===== src/rtl/wake_pkg.sv =====
package wake_pkg;
  typedef enum logic [1:0] {
    ST_RUN    = 2'd0,
    ST_HALT   = 2'd1,
    ST_SETTLE = 2'd2
  } wake_state_t;
endpackage


===== src/rtl/wake_sync.sv =====
module wake_sync #(
  parameter int   STAGES    = 2,
  parameter logic RESET_VAL = 1'b1
) (
  input  logic clk,
  input  logic rst_n,
  input  logic async_in,
  output logic sync_out
);
  logic [STAGES-1:0] chain_q;

  genvar g;
  generate
    for (g = 0; g < STAGES; g++) begin : g_stage
      always_ff @(posedge clk or negedge rst_n) begin
        if (!rst_n) chain_q[g] <= RESET_VAL;
        else if (g == 0) chain_q[g] <= async_in;
        else chain_q[g] <= chain_q[(g == 0) ? 0 : g-1];
      end
    end
  endgenerate

  assign sync_out = chain_q[STAGES-1];
endmodule


===== src/rtl/wake_edge_det.sv =====
module wake_edge_det #(
  parameter logic RESET_VAL = 1'b1
) (
  input  logic clk,
  input  logic rst_n,
  input  logic sig_in,
  input  logic fall_sel,
  output logic hit
);
  logic prev_q;
  logic rise, fall;

  always_ff @(posedge clk or negedge rst_n) begin
    if (!rst_n) prev_q <= RESET_VAL;
    else        prev_q <= sig_in;
  end

  assign rise = sig_in & ~prev_q;
  assign fall = ~sig_in & prev_q;
  assign hit  = fall_sel ? fall : rise;
endmodule


===== src/rtl/wake_settle_cnt.sv =====
module wake_settle_cnt #(
  parameter int CYCLES = 256
) (
  input  logic clk,
  input  logic rst_n,
  input  logic active,
  output logic done
);
  localparam int CW = (CYCLES > 2) ? $clog2(CYCLES) : 1;
  localparam logic [CW-1:0] LAST = CW'(CYCLES - 1);

  logic [CW-1:0] cnt_q;

  always_ff @(posedge clk or negedge rst_n) begin
    if (!rst_n)       cnt_q <= '0;
    else if (!active) cnt_q <= '0;
    else              cnt_q <= cnt_q + 1'b1;
  end

  assign done = active && (cnt_q == LAST);
endmodule


===== src/rtl/wake_settle_ctrl.sv =====
module wake_settle_ctrl #(
  parameter int   SETTLE_CYCLES = 256,
  parameter int   SYNC_STAGES   = 2,
  parameter logic RX_IDLE       = 1'b1
) (
  input  logic clk,
  input  logic rst_n,
  input  logic halt_req,
  input  logic wake_en,
  input  logic edge_fall_sel,
  input  logic rx_pin,
  input  logic evt_clr,
  output logic core_run,
  output logic wake_evt
);
  import wake_pkg::*;

  wake_state_t state_q;
  logic rx_sync, edge_hit, wake_hit, settle_done, evt_q;

  wake_sync #(.STAGES(SYNC_STAGES), .RESET_VAL(RX_IDLE)) u_sync (
    .clk(clk), .rst_n(rst_n), .async_in(rx_pin), .sync_out(rx_sync)
  );

  wake_edge_det #(.RESET_VAL(RX_IDLE)) u_edge (
    .clk(clk), .rst_n(rst_n), .sig_in(rx_sync), .fall_sel(edge_fall_sel), .hit(edge_hit)
  );

  wake_settle_cnt #(.CYCLES(SETTLE_CYCLES)) u_cnt (
    .clk(clk), .rst_n(rst_n), .active(state_q == ST_SETTLE), .done(settle_done)
  );

  assign wake_hit = wake_en && edge_hit && (state_q == ST_HALT);

  always_ff @(posedge clk or negedge rst_n) begin
    if (!rst_n) begin
      state_q <= ST_RUN;
    end else begin
      case (state_q)
        ST_RUN:    if (halt_req)    state_q <= ST_HALT;
        ST_HALT:   if (wake_hit)    state_q <= ST_SETTLE;
        ST_SETTLE: if (settle_done) state_q <= ST_RUN;
        default:                    state_q <= ST_RUN;
      endcase
    end
  end

  always_ff @(posedge clk or negedge rst_n) begin
    if (!rst_n)        evt_q <= 1'b0;
    else if (wake_hit) evt_q <= 1'b1;
    else if (evt_clr)  evt_q <= 1'b0;
  end

  assign core_run = (state_q == ST_RUN);
  assign wake_evt = evt_q;
endmodule


===== config.mk =====
export PLATFORM = sky130hd
export DESIGN_NAME = wake_settle_ctrl
export DESIGN_NICKNAME = d
export VERILOG_FILES = /design/src/rtl/wake_pkg.sv /design/src/rtl/wake_sync.sv /design/src/rtl/wake_edge_det.sv /design/src/rtl/wake_settle_cnt.sv /design/src/rtl/wake_settle_ctrl.sv
export SDC_FILE = /design/constraint.sdc
export NUM_CORES = 1
export LEC_CHECK = 0
export BUFFER_PORTS_ARGS = -buffer_cell sky130_fd_sc_hd__buf_2
export CORE_AREA = 5 5 42 44
export DETAILED_ROUTE_END_ITERATION = 7
export DIE_AREA = 0 0 47 49
export PLACE_DENSITY_LB_ADDON = 0.15
export SYNTH_ARGS = -nofsm -noshare
export SYNTH_HDL_FRONTEND = slang
export SYNTH_SLANG_ARGS = --single-unit

===== constraint.sdc =====
create_clock -name clk -period 3.4 [get_ports clk]
set_input_delay 0.34 -clock clk [delete_from_list [all_inputs] [get_ports clk]]
set_output_delay 0.34 -clock clk [all_outputs]
set_load 0.05 [all_outputs]

==> summary.md, run 1 <==
| Metric | Value |
|---|---|
| Delay-heaviest family, CP | `flip-flops` |
| DIE WIDTH | `47 um` |
| Via density | `5.000` |
| Antenna Diode Count | `0` |
| Top cells by area, synth | `dfrtp_1 (47%), dfstp_2 (14%), nor2_1 (4.5%), nand3_1 (4.3%), o21ai_0 (4.3%)` |
| Later-pin clock latency in the skew report | `0.27 ns` |
| Reg power frac | `53.8%` |
| RD Place Congestion | `0.7894` |
| Slowest CP cell | `dfrtp_1` |
| Tot GR Track Use | `10.59%` |
| Final Util | `49.11%` |
| Setup Viol. Count Final | `0` |
| Final slew viol count | `0` |
| Fin Setup TNS | `0 ns` |
| Arr. time, crit path | `1.08 ns` |
| Initial core utilization | `41.52%` |
| Antenna-violating nets left | `0` |
| Setup CP Type | `register to primary output` |
| Crit path max fanout | `6` |
| Peak supply drop | `0.3218 mV` |
| Crit path launch type | `register` |
| DP Wirelength | `732.9 um` |
| Num CTS Buffers | `3` |
| Endpoint type of the worst setup path | `primary output` |
| Clk sinks | `14` |
| WP buf/inv | `1` |
| DRC viols | `0` |
| Number of port buffers | `8` |
| PD cells | `497.0 nW/um^2` |
| CP Cell Sequence | `nor2_1 > buf_2` |
| Maxcap violations | `0` |
| Period utilization | `41.77%` |
| Vias in the first global route | `409` |
| Placeable Area | `1401 um^2` |
| Min Tclk post-route | `1.420 ns` |
| Synth Register Bits | `14` |
| Pre-antenna DRT Iters | `4` |
| Post-synthesis cell area | `581.8 um^2` |
| Relative slew margins | `78.91%` |
| Switch share | `25.53%` |
| Most frequent cells in the layout | `dfrtp_1 (11), buf_2 (8), nor2_1 (7), o21ai_0 (5), nand3_1 (5)` |
| Antenna violations before repair | `0` |
| Final WL | `1.003 mm` |
| Worst min path class | `primary input to register` |
| Die area | `2303 um^2` |
| Final Hold Fails | `0` |
| Clk_skew | `0.001446 ns` |
| Max Clk Rate | `0.7042 GHz` |
| Clk pwr share | `33.8%` |
| Gr ovfl total | `0` |
| Pint | `254.7 uW` |
| Req. time, crit path | `3.06 ns` |
| Cell accounting for the most synthesized area | `dfrtp_1` |
| CTS tree | `yes` |
| Most common cell after layout, fill and taps aside | `dfrtp_1` |
| Net Sw Power | `87.33 uW` |
| Die height | `49 um` |
| Logic gate share of total power | `12.4%` |
| Yosys top cell area share | `47.31%` |
| Routed wire per std cell | `12.23 um` |
| Worst Tran Pin Value | `0.3164 ns` |
| First-pass GRT wire length | `1.718 mm` |
| Syn_nets | `61` |
| Clock Path Buffers | `2` |
| YS warnings | `0` |
| Synth Instances | `53` |
| Row Count | `14` |
| Area Overhead vs Synth | `18.28%` |
| PostCTS Resize Cnt | `0` |
| Register area share after synthesis | `60.86%` |
| H-tree depth | `1` |
| Leakage power | `0.0003053 uW` |
| Syn avg cell area | `10.98 um^2` |
| Layout cell share with drive strength beyond 1 | `24.24%` |
| Final #Nets | `75` |
| RSZ-0062 raised after global routing | `false` |
| Worst path max stage delay | `0.43 ns` |
| Clock-pin transition on the worst setup and hold timing paths | `0.08 ns` |
| Initial DRC count | `9` |
| # IOs | `9` |
| Unique cell type count in the Yosys netlist | `20` |
| Root Buffer | `clkbuf_4` |
| DR vias | `410` |
| FILL cells | `131` |
| Largest net degree at the start of global routing | `15` |
| Outcome | `finished, final reports clean` |
-- power by group through the flow --
stage | sequential [uW] | combinational (uW) | clock (uW)
final | 184 | 42.4 | 116
after global routing | 186 | 46.9 | 129
after CTS | 184 | 43.1 | 122
after detailed placement | 188 | 41.9 | 0
after global placement | 187 | 41.0 | 0
after floorplan | 191 | 23.1 | 0
-- worst register-to-register path: cells and delay by family, from the launching register on --
| family | cells | cell delay (ns) |
|---|---|---|
| flops | 1 | 0.41 |
| fa+ha+maj | 1 | 0.25 |
| simple gates | 1 | 0.34 |
| compound gates | 1 | 0.14 |
| buf+inv | 1 | 0.06 |
-- routing by layer --
metal | vias to the layer above | global-route usage [%] | wire length (um)
li1 | 213 | - | -
met1 | 185 | 13.63 | 464
met2 | 10 | 14.71 | 451
met3 | 2 | 5.535 | 74
met4 | 0 | 4.147 | 12
met5 | - | 0 | 0
-- final timing paths --
| kind | from | end | slack [ns] | cells past startpoint |
|---|---|---|---|---|
| worst max-delay path | state_q[1]$_DFFE_PN0P_ | core_run | 1.98 | 2 |
| worst min-delay path | rx_pin | u_sync.chain_q[0]$_DFF_PN1_ | 0.15 | 1 |
| min in group asynchronous | rst_n | u_cnt.cnt_q[7]$_DFF_PN0_ | 0.48 | 2 |
| worst max register to register | u_cnt.cnt_q[0]$_DFF_PN0_ | u_cnt.cnt_q[6]$_DFF_PN0_ | 2.13 | 4 |
| max in group asynchronous | rst_n | u_sync.chain_q[0]$_DFF_PN1_ | 2.63 | 2 |
| worst min register to register | u_sync.chain_q[0]$_DFF_PN1_ | u_sync.sync_out$_DFF_PN1_ | 0.36 | 0 |
-- kinds of logic after synthesis --
logic type               synth area share [%]
flip-flops                              60.86
XOR/XNOR                                4.517
adder cells (fa/ha/maj)                 2.150
AO/OA/AOI/OAI                           9.247
AND/OR/NAND/NOR                         21.94
buffers and inverters                   1.291
-- cells in the mapped netlist --
| master | number |
|---|---|
| o211ai_1 | 1 |
| and3b_1 | 1 |
| nand2_1 | 1 |
| nor2_1 | 7 |
| nand2b_1 | 1 |
| and2_1 | 2 |
| or3_1 | 3 |
| o21ai_0 | 5 |
| o22ai_1 | 1 |
| nand3_1 | 5 |
| a21oi_1 | 3 |
| xor2_1 | 2 |
| ha_1 | 1 |
| nor2b_1 | 1 |
| dfstp_2 | 3 |
| nand4_2 | 1 |
| inv_1 | 2 |
| dfrtp_1 | 11 |
| xnor2_1 | 1 |
| nor3b_1 | 1 |
-- per-stage QoR --
| step | cells | worst slack, ns | instance area [um^2] | total power, uW | hold slack [ns] |
|---|---|---|---|---|---|
| 2_1_floorplan | 53 | 1.991 | 581.8 | 214.0 | 0.04441 |
| 3_3_place_gp | 77 | 2.192 | 641.9 | 228.1 | 0.2531 |
| 3_5_place_dp | 77 | 2.139 | 641.9 | 229.6 | 0.2530 |
| 4_1_cts | 82 | 1.956 | 688.2 | 349.1 | 0.1427 |
| 5_1_grt | 82 | 1.909 | 688.2 | 361.9 | 0.1375 |
| 6_report | 82 | 1.980 | 688.2 | 342.0 | 0.1533 |
-- what timing repair did --
action | in CTS | in global routing
setup buffers | 0 | 0
endpoints found under the hold margin | 11 | 0
hold buffers | 1 | 0
endpoints found under the setup margin | 0 | 0
-- state kept, by name, indices dropped and copies added (netlist names) --
register / count
u_cnt.cnt_q: 8
state_q: 2
u_edge.prev_q: 1
u_sync.chain_q: 1
u_sync.sync_out: 1
wake_evt: 1
-- final cells by class --
| class | count | area, um^2 | area share (%) |
|---|---|---|---|
| Timing Repair Buffer | 9 | 50.05 | 7.273 |
| Clock buffer | 4 | 36.28 | 5.273 |
| Sequential cell | 14 | 354.1 | 51.45 |
| Multi-Input combinational cell | 37 | 220.2 | 32.00 |
| Inverter | 2 | 7.507 | 1.091 |
| Tap cell | 16 | 20.02 | 2.909 |
No activity file was read; power rests on OpenSTA's default activity.
==> inputs of run 2 (changes only) <==
--- a/config.mk
+++ b/config.mk
@@ -5,6 +5,7 @@
 export SDC_FILE = /design/constraint.sdc
 export NUM_CORES = 1
 export LEC_CHECK = 0
+export ABC_AREA = 1
 export BUFFER_PORTS_ARGS = -buffer_cell sky130_fd_sc_hd__buf_2
 export CORE_AREA = 5 5 42 44
 export DETAILED_ROUTE_END_ITERATION = 7
==> constraint.sdc (replaced) <==
create_clock -name clk -period 1.5 [get_ports clk]
set_input_delay 0.15 -clock clk [delete_from_list [all_inputs] [get_ports clk]]
set_output_delay 0.15 -clock clk [all_outputs]
set_load 0.05 [all_outputs]
==> summary.md, run 2 <==
| Metric | Value |
|---|---|
| Outcome | `finished, final reports clean (unchanged)` |
| Fin Setup TNS | `0 ns (unchanged)` |
| Layout cell share with drive strength beyond 1 | `20.22% (was 24.24%)` |
| Ys async rst share | `100.0% (unchanged)` |
| Synth Area in Compound Gates | `6.613% (was 9.247%)` |
| Synth Register Bits | `14 (unchanged)` |
| Post-Synth Adder-Cell Area | `2.004% (was 2.151%)` |
| PostCTS Resize Cnt | `0 (unchanged)` |
| Antenna violations before repair | `0 (unchanged)` |
| Die area | `2303 um^2 (unchanged)` |
| Syn avg cell area | `8.325 um^2 (was 10.98 um^2)` |
| H-tree depth | `1 (unchanged)` |
| Main combinational cell family by area after synthesis | `simple AND/OR/NAND/NOR gates (unchanged)` |
| Period utilization | `81.72%` |
| Row Count | `14 (unchanged)` |
| Largest net degree at the start of global routing | `15 (unchanged)` |
| Initial core utilization | `44.55% (was 41.52%)` |
| First-pass GRT wire length | `1.807 mm (was 1.718 mm)` |
| Unique cell type count in the Yosys netlist | `15 (was 20)` |
| Mux cell area share after synthesis | `0% (unchanged)` |
| PD cells | `912.7 nW/um^2 (was 497.0 nW/um^2)` |
| Clock-pin transition on the worst setup and hold timing paths | `0.08 ns (about the same)` |
| Register area share after synthesis | `56.71% (was 60.86%)` |
| Final WL | `1.061 mm (was 1.003 mm)` |
| YS warnings | `0 (unchanged)` |
| Root Buffer | `clkbuf_4 (unchanged)` |
| Crit path launch type | `register (unchanged)` |
| Later-pin clock latency in the skew report | `0.27 ns (about the same)` |
| R2R Setup Slk | `0.39 ns (was 2.13 ns)` |
| RSZ-0062 raised after global routing | `false (unchanged)` |
| Min Tclk post-route | `1.226 ns` |
| FILL cells | `140 (was 131)` |
| Max Clk Rate | `0.8158 GHz` |
| Syn_nets | `83 (was 61)` |
| Relative slew margins | `80.02% (was 78.91%)` |
| Initial DRC count | `4 (was 9)` |
| Routed wire per std cell | `10.10 um (was 12.23 um)` |
| Pre-antenna DRT Iters | `2 (was 4)` |
| Hold WS | `0.08778 ns (was 0.1533 ns)` |
| Req. time, crit path | `1.35 ns (was 3.06 ns)` |
| Number of cells after detailed placement | `99 (was 77)` |
| Cts hold-fix bufs | `2 (was 1)` |
| Placeable Area | `1401 um^2 (unchanged)` |
| Final #Nets | `98 (was 75)` |
| Most flop-heavy register | `u_cnt.cnt_q (unchanged)` |
| Count leader, synth | `nand2_1 (was dfrtp_1)` |
| Num CTS Buffers | `3 (unchanged)` |
| DR vias | `488 (was 410)` |
| Tot GR Track Use | `11.06% (was 10.59%)` |
| Peak supply drop | `0.6400 mV (was 0.3218 mV)` |
| Most frequent cells in the layout | `nand2_1 (22), nor2_1 (12), dfrtp_1 (11), inv_1 (9), buf_2 (8) (was dfrtp_1 (11), buf_2 (8), nor2_1 (7), o21ai_0 (5), nand3_1 (5))` |
| EDFF count, synth | `0 (unchanged)` |
| Setup Viol. Count Final | `0 (unchanged)` |
| Final slew viol count | `0 (unchanged)` |
| Gr ovfl total | `0 (unchanged)` |
| DIE WIDTH | `47 um (unchanged)` |
| Clk sinks | `14 (unchanged)` |
| Maxcap violations | `0 (unchanged)` |
| Worst min path class | `primary input to register (unchanged)` |
| Via density | `4.648 (was 5.000)` |
| Setup CP Type | `register to primary output (unchanged)` |
| Clk_skew | `0.002050 ns (was 0.001446 ns)` |
| Placed inst area | `684.4 um^2 (was 641.9 um^2)` |
| Antenna-violating nets left | `0 (unchanged)` |
| Synth Instances | `75 (was 53)` |
| DP Wirelength | `798.1 um (was 732.9 um)` |
| Endpoint type of the worst setup path | `primary output (unchanged)` |
| Vias in the first global route | `458 (was 409)` |
| RD Place Congestion | `0.7670 (was 0.7894)` |
| Most common cell after layout, fill and taps aside | `nand2_1 (was dfrtp_1)` |
| Worst Tran Pin Value | `0.2997 ns (was 0.3164 ns)` |
| Arr. time, crit path | `1.08 ns (about the same)` |
| Crit path max fanout | `3 (was 6)` |
| Design Area, Final | `740.7 um^2 (was 688.2 um^2)` |
| Yosys top cell area share | `44.09% (was 47.31%)` |
| Leading registers by flop count | `u_cnt.cnt_q: 8 flops, state_q: 2 flops (unchanged)` |
| Cell Count, Final, Fillers Out | `105 (was 82)` |
| Max FFs per register | `8 (unchanged)` |
| Clock Path Buffers | `2 (unchanged)` |
| Ys flop type | `dfrtp_1 (unchanged)` |
| Synth top cells by count | `nand2_1 (22), nor2_1 (12), dfrtp_1 (11), inv_1 (9), nand3_1 (6) (was dfrtp_1 (11), nor2_1 (7), nand3_1 (5), o21ai_0 (5))` |
| Final Hold Fails | `0 (unchanged)` |
| Leakage power | `0.0003954 uW (was 0.0003053 uW)` |
| Area Overhead vs Synth | `18.64% (was 18.28%)` |
| DRC viols | `0 (unchanged)` |
| # Post-CTS Setup Buffers | `0 (unchanged)` |
| Top cells by area, synth | `dfrtp_1 (44%), nand2_1 (13%), dfstp_2 (13%), nor2_1 (7.2%), inv_1 (5.4%) (was dfrtp_1 (47%), dfstp_2 (14%), nor2_1 (4.5%), nand3_1 (4.3%), o21ai_0 (4.3%))` |
| Antenna Diode Count | `0 (unchanged)` |
| Simple-gate area share of the yosys netlist | `27.25% (was 21.94%)` |
| Die height | `49 um (unchanged)` |
| Cell accounting for the most synthesized area | `dfrtp_1 (unchanged)` |
| CTS tree | `yes (unchanged)` |
| Number of port buffers | `8 (unchanged)` |
| # IOs | `9 (unchanged)` |
| Post-synthesis cell area | `624.3 um^2 (was 581.8 um^2)` |
| Post-Synth XOR/XNOR Area | `1.403% (was 4.516%)` |
## run 2: layout make-up
class / instances / area, um^2 / share of cell area, %
inverter: 10 / 37.54 / 5.068
sequential: 14 / 354.1 / 47.80
tap: 16 / 20.02 / 2.703
clock buffer: 4 / 36.28 / 4.899
timing repair buffer: 10 / 60.06 / 8.108
multi-input combinational: 51 / 232.7 / 31.42
## run 2: metrics by stage
stage | util, % | total power (uW) | setup slack (ns)
6_report | 52.86 | 676.0 | 0.2742
5_1_grt | 52.86 | 714.6 | 0.2070
4_1_cts | 52.86 | 690.7 | 0.2563
3_5_place_dp | 48.84 | 415.1 | 0.3908
3_3_place_gp | 48.84 | 414.7 | 0.3984
2_1_floorplan | - | 399.2 | 0.1822
## run 2: worst max-delay path: stages (launching register included)
cell     delay (ns)
dfrtp_1        0.39
nor2_1         0.13
buf_2          0.28
## run 2: cells by family (layout without fill, tap and decap cells)
| family | count (synthesis) | after routing |
|---|---|---|
| adders and majority gates | 1 | 1 |
| DFF | 14 | 14 |
| buffers and inverters | 10 | 24 |
| and+or+nand+nor | 42 | 42 |
| AOI/OAI and AO/OA | 7 | 7 |
| xor gates and xnor gates | 1 | 1 |
## run 2: path summary, 6_finish.rpt
kind,to,from,cells after the start
worst max-delay path,core_run,state_q[1]$_DFFE_PN0P_,2
worst min-delay path,state_q[0]$_DFFE_PN0P_,halt_req,3
worst max register to register,u_cnt.cnt_q[4]$_DFF_PN0_,u_cnt.cnt_q[0]$_DFF_PN0_,4
worst min register to register,u_sync.sync_out$_DFF_PN1_,u_sync.chain_q[0]$_DFF_PN1_,0
max in group asynchronous,u_sync.sync_out$_DFF_PN1_,rst_n,2
min in group asynchronous,state_q[0]$_DFFE_PN0P_,rst_n,2
## run 2: power breakdown
group | internal, uW | leakage [uW] | switching [uW]
registers | 384 | 0.000166 | 1.82
clock network | 147 | 0.0000210 | 118
logic | 11.5 | 0.000209 | 13.1
total | 543 | 0.000395 | 133
## run 2: per-layer routing
layer  vias up  global-route usage [%]  wire length (um)
li1        261                       -                 -
met1       218                   12.61               492
met3         2                   3.321                60
met5         -                       0                 0
met4         0                   6.912                18
met2         7                   17.19               489
==> inputs of run 3 (changes only) <==
--- a/config.mk
+++ b/config.mk
@@ -5,7 +5,7 @@
 export SDC_FILE = /design/constraint.sdc
 export NUM_CORES = 1
 export LEC_CHECK = 0
-export ABC_AREA = 1
+export ABC_AREA = 0
 export BUFFER_PORTS_ARGS = -buffer_cell sky130_fd_sc_hd__buf_2
 export CORE_AREA = 5 5 42 44
 export DETAILED_ROUTE_END_ITERATION = 7
==> constraint.sdc (replaced) <==
create_clock -name clk -period 1.02 [get_ports clk]
set_input_delay 0.102 -clock clk [delete_from_list [all_inputs] [get_ports clk]]
set_output_delay 0.102 -clock clk [all_outputs]
set_load 0.05 [all_outputs]
==> summary.md, run 3 (synthesis results as in run 1) <==
| Metric | Value |
|---|---|
| FF+latch area | `354.1 um^2 (unchanged)` |
| Peak supply drop | `0.9207 mV (was 0.6400 mV)` |
| Clk sinks | `14 (unchanged)` |
| Clock Path Buffers | `2 (unchanged)` |
| Net Sw Power | `319.6 uW (was 132.6 uW)` |
| Hold depth | `2 (was 3)` |
| DRC viols | `0 (unchanged)` |
| Max Clk Rate | `0.8495 GHz` |
| Area Overhead vs Synth | `47.31% (was 18.64%)` |
| H-tree depth | `1 (unchanged)` |
| WHS Endpoint | `wake_evt$_DFFE_PN0P_ (was state_q[0]$_DFFE_PN0P_)` |
| Clock-pin transition on the worst setup and hold timing paths | `0.08 ns (about the same)` |
| Tot GR Track Use | `12.25% (was 11.06%)` |
| First-pass GRT wire length | `2.035 mm (was 1.807 mm)` |
| Crit path max fanout | `3 (unchanged)` |
| RD Place Congestion | `0.7333 (was 0.7670)` |
| Initial core utilization | `41.52% (was 44.55%)` |
| Final WL | `1.152 mm (was 1.061 mm)` |
| Pre-antenna DRT Iters | `4 (was 2)` |
| Req. time, crit path | `1.18 ns (was 1.35 ns)` |
| Multi-input logic area | `279.0 um^2 (was 232.7 um^2)` |
| Num CTS Buffers | `3 (unchanged)` |
| Routed wire per std cell | `12.26 um (was 10.10 um)` |
| Number of port buffers | `8 (unchanged)` |
| RSZ-0062 raised after global routing | `true (was false)` |
| Most flop-heavy register | `u_cnt.cnt_q (unchanged)` |
| Reg power frac | `49.5% (was 57.1%)` |
| Antenna Diode Count | `0 (unchanged)` |
| R2R Setup Slk | `-0.16 ns (was 0.39 ns)` |
| Via density | `5.000 (was 4.648)` |
| Antenna-violating nets left | `0 (unchanged)` |
| Maxcap violations | `0 (unchanged)` |
| Largest net degree at the start of global routing | `15 (unchanged)` |
| Final worst slack | `-0.1572 ns (was 0.2742 ns)` |
| Most common cell after layout, fill and taps aside | `dfrtp_1 (was nand2_1)` |
| DP Wirelength | `776.8 um (was 798.1 um)` |
| Period utilization | `115.4%` |
| Worst min path class | `primary input to register (unchanged)` |
| Gr ovfl total | `0 (unchanged)` |
| R2r worst-path depth | `3 (was 4)` |
| Die area | `2303 um^2 (unchanged)` |
| PD cells | `1436 nW/um^2 (was 912.7 nW/um^2)` |
| Arr. time, crit path | `1.33 ns (was 1.08 ns)` |
| Outcome | `complete, but fails checks (was finished, final reports clean)` |
| Violated checks | `setup timing` |
| CTS tree | `yes (unchanged)` |
| Clk_skew | `0.002051 ns (was 0.002050 ns)` |
| Setup CP Type | `register to register (was register to primary output)` |
| Crit path launch type | `register (unchanged)` |
| Row Count | `14 (unchanged)` |
| Initial DRC count | `5 (was 4)` |
| Final #Nets | `87 (was 98)` |
| Reg2reg end | `wake_evt$_DFFE_PN0P_ (was u_cnt.cnt_q[4]$_DFF_PN0_)` |
| Hold WS | `0.02100 ns (was 0.08778 ns)` |
| Later-pin clock latency in the skew report | `0.28 ns (was 0.27 ns)` |
| Final slew viol count | `0 (unchanged)` |
| Endpoint type of the worst setup path | `register (was primary output)` |
| CP Cell Sequence | `and3b_1 > o211ai_1 > o22ai_1 (was nor2_1 > buf_2)` |
| Relative slew margins | `79.82% (was 80.02%)` |
| Worst Tran Pin Value | `0.3028 ns (was 0.2997 ns)` |
| Vias in the first global route | `478 (was 458)` |
| Placeable Area | `1401 um^2 (unchanged)` |
| FILL cells | `119 (was 140)` |
| Most frequent cells in the layout | `dfrtp_1 (11), buf_4 (8), buf_2 (7), nor2_1 (6), o21ai_0 (5) (was nand2_1 (22), nor2_1 (12), dfrtp_1 (11), inv_1 (9), buf_2 (8))` |
| Root Buffer | `clkbuf_4 (unchanged)` |
| Slowest CP cell | `dfstp_2 (was dfrtp_1)` |
| Max FFs per register | `8 (unchanged)` |
| DR vias | `470 (was 488)` |
| Worst path max stage delay | `0.54 ns (was 0.39 ns)` |
| Setup Viol. Count Final | `8 (was 0)` |
| Pint | `910.8 uW (was 543.4 uW)` |
| Layout cell share with drive strength beyond 1 | `50.00% (was 20.22%)` |
| DIE WIDTH | `47 um (unchanged)` |
| Min Tclk post-route | `1.177 ns` |
| Power, Total | `1230 uW (was 676.0 uW)` |
| Leading registers by flop count | `u_cnt.cnt_q: 8 flops, state_q: 2 flops (unchanged)` |
| Antenna violations before repair | `0 (unchanged)` |
| Switch share | `25.98% (was 19.62%)` |
| Clk pwr share | `31.6% (was 39.2%)` |
| Final Hold Fails | `0 (unchanged)` |
| Leakage power | `0.0003757 uW (was 0.0003954 uW)` |
| Hold Startpoint | `evt_clr (was halt_req)` |
| Logic gate share of total power | `18.9% (was 3.6%)` |
| Reg2reg start | `u_sync.sync_out$_DFF_PN1_ (was u_cnt.cnt_q[0]$_DFF_PN0_)` |
| # IOs | `9 (unchanged)` |
| Die height | `49 um (unchanged)` |
-- run 3: worst max path at each step --
| stage | startpoint | slack (ns) | to |
|---|---|---|---|
| 2_1_floorplan | u_cnt.cnt_q[0]$_DFF_PN0_ | -0.15 | u_cnt.cnt_q[6]$_DFF_PN0_ |
| 3_3_place_gp | u_sync.sync_out$_DFF_PN1_ | -0.11 | state_q[1]$_DFFE_PN0P_ |
| 3_5_place_dp | u_sync.sync_out$_DFF_PN1_ | -0.17 | wake_evt$_DFFE_PN0P_ |
| 4_1_cts | u_sync.sync_out$_DFF_PN1_ | -0.19 | wake_evt$_DFFE_PN0P_ |
| 5_1_grt | u_sync.sync_out$_DFF_PN1_ | -0.28 | wake_evt$_DFFE_PN0P_ |
| 6_report | u_sync.sync_out$_DFF_PN1_ | -0.16 | wake_evt$_DFFE_PN0P_ |
-- run 3: stage by stage --
step | TNS [ns] | cell area, um^2 | std cells | setup WS [ns] | utilization (%)
after global placement | -0.5413 | 704.4 | 84 | -0.1100 | 50.27
after global routing | -1.504 | 857.1 | 94 | -0.2756 | 61.16
after CTS | -0.8321 | 808.3 | 93 | -0.1868 | 57.68
after floorplan | -0.3711 | 591.8 | 53 | -0.1495 | -
after detailed placement | -0.6888 | 704.4 | 84 | -0.1736 | 50.27
final | -0.8266 | 857.1 | 94 | -0.1572 | 61.16
-- run 3: critical path: cells and delay by family (launching register included) --
| kind | cells | cell delay [ns] |
|---|---|---|
| AOI/OAI and AO/OA | 2 | 0.35 |
| and+or+nand+nor | 1 | 0.17 |
| DFF | 1 | 0.54 |
-- run 3: layer usage --
layer / GRT usage (%) / vias up / wire [um]
met2: 19.00 / 10 / 589
met5: 0 / - / 0
met4: 4.147 / 0 / 20
li1: - / 234 / -
met3: 5.535 / 2 / 73
met1: 14.58 / 224 / 468
-- run 3: final cells by class --
cell class	count	share of cell area, %
flip-flops and latches	14	41.31
inverters	2	0.8759
multi-input cells	37	32.55
repair buffers	21	18.69
clock buffers	4	4.234
well taps	16	2.336
-- run 3: power by group through the flow --
stage	Clock, uW	Sequential [uW]	Combinational [uW]
after floorplan	0	639	79.2
after global placement	0	627	145
after CTS	402	607	219
after detailed placement	0	627	147
final	389	609	232
after global routing	431	612	255
-- run 3: repair_timing --
item | in CTS | in global routing
hold endpoints to repair | 15 | 0
pin swaps | 10 | 4
endpoints found under the setup margin | 9 | 9
buffers inserted | 3 | 1
gates resized for setup | 7 | 9
hold buffers | 2 | 0
